[src/rtl/seg_addr_pkg.sv]
// Package: shared constants and the segment select encoding for the
// segmented address generator. Assumes four segments and a 2-bit select.
package seg_addr_pkg;
    localparam int SEG_W    = 16;
    localparam int OFF_W    = 16;
    localparam int SHIFT    = 4;
    localparam int ADDR_W   = 20;
    localparam int NUM_SEG  = 4;
    localparam int SEL_W    = $clog2(NUM_SEG);

    typedef enum logic [SEL_W-1:0] {
        SEG_EXTRA = 2'b00,
        SEG_CODE  = 2'b01,
        SEG_STACK = 2'b10,
        SEG_DATA  = 2'b11
    } seg_sel_e;

    // Reset value of base register idx: the code base starts at code_rst.
    function automatic logic [SEG_W-1:0] seg_reset_value(input int idx,
                                                         input logic [SEG_W-1:0] code_rst);
        return (idx == int'(SEG_CODE)) ? code_rst : '0;
    endfunction
endpackage

[src/rtl/seg_base_regs.sv]
// Module: bank of segment base registers with one write port, one
// read-back port and one request read port. Assumes selects are in range
// (a power-of-two bank) and a synchronous active-low reset.
module seg_base_regs
    import seg_addr_pkg::*;
#(
    parameter int                 N_SEG    = NUM_SEG,
    parameter int                 B_W      = SEG_W,
    parameter logic [SEG_W-1:0]   CODE_RST = 16'hFFFF,
    localparam int                S_W      = $clog2(N_SEG)
) (
    input  logic           clk,
    input  logic           rst_n,
    input  logic           wr_en,
    input  logic [S_W-1:0] wr_sel,
    input  logic [B_W-1:0] wr_data,
    input  logic [S_W-1:0] rd_sel,
    output logic [B_W-1:0] rd_data,
    input  logic [S_W-1:0] req_sel,
    output logic [B_W-1:0] req_base
);
    logic [B_W-1:0] base_q [N_SEG];

    genvar gi;
    generate
        for (gi = 0; gi < N_SEG; gi++) begin : g_base
            localparam logic [B_W-1:0] RST_VAL = B_W'(seg_reset_value(gi, CODE_RST));

            // Purpose: hold one base, reloaded when the write port targets it.
            always_ff @(posedge clk) begin
                if (!rst_n)
                    base_q[gi] <= RST_VAL;
                else if (wr_en && (wr_sel == S_W'(gi)))
                    base_q[gi] <= wr_data;
            end


            reset_value_chk: assert property (@(posedge clk)
                $rose(rst_n) |-> base_q[gi] == RST_VAL);


            untouched_base_chk: assert property (@(posedge clk) disable iff (!rst_n)
                !(wr_en && wr_sel == S_W'(gi)) |=> $stable(base_q[gi]));
        end
    endgenerate

    // Purpose: combinational read-back of any base.
    always_comb rd_data = base_q[rd_sel];

    // Purpose: base feeding the address adder, before this cycle's write.
    always_comb req_base = base_q[req_sel];


    write_lands_chk: assert property (@(posedge clk) disable iff (!rst_n)
        wr_en |=> base_q[$past(wr_sel)] == $past(wr_data));
endmodule

[src/rtl/seg_addr_adder.sv]
// Module: shifts a base left by SHIFT_N bits and adds a zero-extended
// offset, keeping only the low A_W bits (carry discarded, wrap-around).
// Assumes B_W + SHIFT_N <= A_W and O_W <= A_W.
module seg_addr_adder #(
    parameter int B_W     = 16,
    parameter int O_W     = 16,
    parameter int SHIFT_N = 4,
    parameter int A_W     = 20
) (
    input  logic [B_W-1:0] base,
    input  logic [O_W-1:0] offset,
    output logic [A_W-1:0] phys
);
    localparam int SH_W = B_W + SHIFT_N;

    logic [SH_W-1:0] shifted;

    // Purpose: place the base at its byte granularity.
    always_comb shifted = {base, {SHIFT_N{1'b0}}};

    // Purpose: modulo-2^A_W sum of shifted base and offset.
    always_comb phys = A_W'(shifted) + A_W'(offset);
endmodule

[src/rtl/seg_addr_outreg.sv]
// Module: output stage; captures the address on a request and raises a
// one-cycle valid, holding the address between requests.
// Assumes synchronous active-low reset.
module seg_addr_outreg #(
    parameter int A_W = 20
) (
    input  logic           clk,
    input  logic           rst_n,
    input  logic           load,
    input  logic [A_W-1:0] addr_in,
    output logic           valid_q,
    output logic [A_W-1:0] addr_q
);
    // Purpose: valid strobe follows the request by one clock.
    always_ff @(posedge clk) begin
        if (!rst_n) valid_q <= 1'b0;
        else        valid_q <= load;
    end

    // Purpose: capture the address only when a request is present.
    always_ff @(posedge clk) begin
        if (!rst_n)    addr_q <= '0;
        else if (load) addr_q <= addr_in;
    end


    hold_addr_chk: assert property (@(posedge clk) disable iff (!rst_n)
        !load |=> $stable(addr_q));
endmodule

[src/rtl/seg_addr_gen.sv]
// Module: top of the segmented physical address generator. Four base
// registers, a shift-and-add address former and a registered output.
// Assumes selects and data are known whenever their strobes are high.
module seg_addr_gen
    import seg_addr_pkg::*;
#(
    parameter logic [SEG_W-1:0] CODE_RST = 16'hFFFF
) (
    input  logic              clk,
    input  logic              rst_n,
    input  logic              wr_en,
    input  logic [SEL_W-1:0]  wr_sel,
    input  logic [SEG_W-1:0]  wr_data,
    input  logic [SEL_W-1:0]  rd_sel,
    output logic [SEG_W-1:0]  rd_data,
    input  logic              req_valid,
    input  logic [SEL_W-1:0]  req_sel,
    input  logic [OFF_W-1:0]  req_offset,
    output logic              addr_valid,
    output logic [ADDR_W-1:0] addr_out
);
    logic [SEG_W-1:0]  sel_base;
    logic [ADDR_W-1:0] next_addr;

    seg_base_regs #(
        .N_SEG    (NUM_SEG),
        .B_W      (SEG_W),
        .CODE_RST (CODE_RST)
    ) u_regs (
        .clk      (clk),
        .rst_n    (rst_n),
        .wr_en    (wr_en),
        .wr_sel   (wr_sel),
        .wr_data  (wr_data),
        .rd_sel   (rd_sel),
        .rd_data  (rd_data),
        .req_sel  (req_sel),
        .req_base (sel_base)
    );

    seg_addr_adder #(
        .B_W     (SEG_W),
        .O_W     (OFF_W),
        .SHIFT_N (SHIFT),
        .A_W     (ADDR_W)
    ) u_adder (
        .base   (sel_base),
        .offset (req_offset),
        .phys   (next_addr)
    );

    seg_addr_outreg #(
        .A_W (ADDR_W)
    ) u_out (
        .clk     (clk),
        .rst_n   (rst_n),
        .load    (req_valid),
        .addr_in (next_addr),
        .valid_q (addr_valid),
        .addr_q  (addr_out)
    );


    valid_after_req_chk: assert property (@(posedge clk) disable iff (!rst_n)
        req_valid |=> addr_valid);


    idle_valid_low_chk: assert property (@(posedge clk) disable iff (!rst_n)
        !req_valid |=> !addr_valid);

    // R3 (and R7: base sampled is the pre-write value)
    addr_formula_chk: assert property (@(posedge clk) disable iff (!rst_n)
        req_valid |=> addr_out ==
            (ADDR_W'({$past(sel_base), {SHIFT{1'b0}}}) + ADDR_W'($past(req_offset))));


    reset_out_chk: assert property (@(posedge clk)
        $rose(rst_n) |-> (!addr_valid && addr_out == '0));
endmodule

[config.mk]
export PLATFORM = sky130hd
export DESIGN_NAME = seg_addr_gen
export DESIGN_NICKNAME = d
export VERILOG_FILES = /design/src/rtl/seg_addr_pkg.sv /design/src/rtl/seg_base_regs.sv /design/src/rtl/seg_addr_adder.sv /design/src/rtl/seg_addr_outreg.sv /design/src/rtl/seg_addr_gen.sv
export SDC_FILE = /design/constraint.sdc
export NUM_CORES = 1
export LEC_CHECK = 0
export ABC_CLOCK_PERIOD_IN_PS = 3850
export BUFFER_PORTS_ARGS = -buffer_cell sky130_fd_sc_hd__buf_4
export CAP_MARGIN = 20
export CELL_PAD_IN_SITES_DETAIL_PLACEMENT = 0
export CELL_PAD_IN_SITES_GLOBAL_PLACEMENT = 1
export CORE_ASPECT_RATIO = 0.6
export CORE_MARGIN = 2
export CORE_UTILIZATION = 47
export CTS_BUF_LIST = sky130_fd_sc_hd__clkbuf_8
export DETAILED_ROUTE_END_ITERATION = 7
export MAX_ROUTING_LAYER = met4
export PLACE_DENSITY_LB_ADDON = 0.1
export SLEW_MARGIN = 10
export SYNTH_ARGS = -nofsm -noshare
export SYNTH_HDL_FRONTEND = slang
export SYNTH_SLANG_ARGS = --single-unit
[constraint.sdc]
create_clock -name clk -period 3.85 [get_ports clk]
set_input_delay 0.77 -clock clk [delete_from_list [all_inputs] [get_ports clk]]
set_output_delay 0.77 -clock clk [all_outputs]
set_load 0.02 [all_outputs]
==> results.tsv <==
metric	value	unit
CTS tree	done	
Lkg Pwr	2.14	nW
CP startpoint	req_sel[0]	
fraction of final layout cells sized beyond drive strength 1	31.0	%
DR WL met2	4.88	mm
Tot Pwr	2.36	mW
Routed Antenna Nets	0	
pwr/cell area	429	nW/um^2
Worst Setup EP	u_out.addr_q[16]$_SDFFE_PN0P_	
Netlist Area Pre-Place	4550	um^2
critical path cell sequence	buf_4 -> mux4_1 -> ha_1 -> inv_1 -> fa_1 -> and2b_1 -> o2111ai_1 -> a21oi_1 -> o311ai_2 -> nand4_1 -> o311ai_0	
Yosys cell types	44	
Port Buffers	78	
Synth warnings	0	
Ports	79	
Setup TNS	0	ns
Final min period	3.09	ns
Setup Fix Bufs, Post-CTS	0	
total track usage	22.6	%
Critical Path Max Stage Delay	0.60	ns
Area Overhead vs Synth	20.8	%
capturing point of the worst reg2reg path	u_out.addr_q[16]$_SDFFE_PN0P_	
Cells after Synth	346	
Seq/Total Area, Yosys	51.5	%
clk_skew	0.0107	ns
Placed Instances	543	
outcome	completed	
Max clock buf depth	2	
final worst-path cycle share	80.3	%
RSZ-0062 raised after global routing	no	
worst hold path class	flop to flop	
M1 wire length	5.17	mm
layout net count	479	
Vias	3129	
worst slack, placed	0.383	ns
synth top area cells	edfxtp_1 (42%), mux4_2 (14%), dfxtp_1 (9.2%), and2_1 (6.6%), ha_1 (3.3%)	
metal3 WL	657	um
critical path fanouts, max	10	
CTS Hold Bufs	0	
TritonCTS buffer count	9	
Via density	5.60	
Worst-path clk slew	0.09	ns
Initial Utilization	48.9	%
Core Area	9290	um^2
Pre-antenna DRT Iters	4	
Worst setup EP type	flop	
highest routed layer	met4	
CP arrival	3.37	ns
EDFF count, synth	64	
FFs w/ async S/R, synth	0	%
most common cell after layout, fill and taps aside	buf_4	
final core utilization	59.1	%
leading cell types in the layout, fill and taps excluded	buf_4 (86), edfxtp_1 (64), and2_1 (48), mux4_2 (28), dfxtp_1 (21)	
Die Y-Extent	80.2	um
H-tree depth	3	
cells resized by post-CTS repair	0	
wire per inst	19.3	um
R2R Setup Slk	0.97	ns
Final Slew Violations	0	
initial antenna violation count	0	
Antenna Diode Count	0	
#FFs+latches synth	85	
Routability Congestion	0.815	
gr ovfl total	0	
post-synth top area cell	edfxtp_1	
Slew Limit Headroom	28.5	%
Synth Flop Type	edfxtp_1	
FF-to-FF Start	u_regs.base_q[2][0]$_SDFFCE_PN0P_	
hpwl dp	7.85	mm
Die Wd	131	um
syn_area_per_cell	13.1	um^2
critical path launch point type	input pin	
Syn Nets	401	
number of global-route vias before repair	2981	
worst ir drop on vdd	231	uV
initial DRC count	280	
final wirelength	10.8	mm
final setup margin	0.757	ns
Final Hold Vio Count	0	
R2R cell count	10	
die footprint	10500	um^2
first-pass GRT wire length	16.7	mm
actual slew at the worst max-slew pin	1.07	ns
non-filler instance count after layout	559	
clock root cell	clkbuf_8	
largest net degree at the start of global routing	29	
CP required	4.12	ns
CTS Sinks	85	
Crit-path slowest cell	mux4_1	
row cnt	27	
Yosys top cell area share	42.3	%
DRC Markers	0	
fill count	759	
final setup fails	0	
fmax	323	MHz
Max Cap Viol	0	
worst skew pair latency	0.38	ns
critical path class	input pin to flop	
==> routing by layer <==
layer	vias to the layer above	track usage [%]
met4	0	4.89
li1	1470	-
met1	1550	30.5
met2	99	34.1
met5	-	-
met3	10	7.13
==> metrics by stage <==
step	hold WS [ns]	area [um^2]
after floorplan	0.533	4550
after global placement	0.460	5270
final	0.467	5490
after CTS	0.473	5490
after detailed placement	0.452	5270
after global routing	0.523	5490
==> synth_stat cells (9+ instances only) <==
cell type	count
a21oi_1	12
clkbuf_1	13
and2_1	48
or3_1	16
nor2b_1	12
mux4_2	28
nand3_1	9
dfxtp_1	21
ha_1	12
nand2_1	14
mux2i_1	9
o21ai_0	12
inv_1	9
edfxtp_1	64
==> worst min path at each step <==
stage	startpoint	to	cells past startpoint
floorplan	u_out.addr_q[17]$_SDFFE_PN0P_	u_out.addr_q[17]$_SDFFE_PN0P_	2
global placement	u_out.addr_q[12]$_SDFFE_PN0P_	u_out.addr_q[12]$_SDFFE_PN0P_	2
detailed placement	u_out.addr_q[15]$_SDFFE_PN0P_	u_out.addr_q[15]$_SDFFE_PN0P_	2
CTS	u_out.addr_q[15]$_SDFFE_PN0P_	u_out.addr_q[15]$_SDFFE_PN0P_	2
global route	u_out.addr_q[13]$_SDFFE_PN0P_	u_out.addr_q[13]$_SDFFE_PN0P_	2
finish	u_out.addr_q[15]$_SDFFE_PN0P_	u_out.addr_q[15]$_SDFFE_PN0P_	2
==> logic make-up after synthesis <==
logic type,share of synthesized area [%]
simple gates,15.6
fa+ha+maj,3.74
xor+xnor,1.54
flops,51.5
compound gates,6.83
buf+inv,2.61
mux,18.2
==> power by group <==
group / total, mW / switching (mW) / internal (mW)
sequential: 1.11 / 0.0422 / 1.06
combinational: 0.531 / 0.281 / 0.250
clock: 0.720 / 0.350 / 0.370
==> final cells by class <==
class | instances | area (um^2) | share of cell area [%]
clock buffers | 9 | 124 | 2.26
clock inverters | 7 | 98.8 | 1.80
inverters | 9 | 33.8 | 0.615
multi-input cells | 233 | 2080 | 38.0
flip-flops and latches | 85 | 2340 | 42.7
well taps | 130 | 163 | 2.96
repair buffers | 86 | 646 | 11.8
==> critical path: cells and delay by family <==
family / cells / cell delay (ns)
adder cells (fa/ha/maj): 2 / 0.40
buffers and inverters: 2 / 0.28
multiplexers: 1 / 0.60
AO/OA/AOI/OAI: 4 / 0.96
AND/OR/NAND/NOR: 2 / 0.36
==> sequential cells by signal, indices dropped and copies added, names as in the netlist <==
register and flops:
u_out.addr_q 20, u_out.valid_q 1, u_regs.base_q 64
No activity file was read; power rests on OpenSTA's default activity.
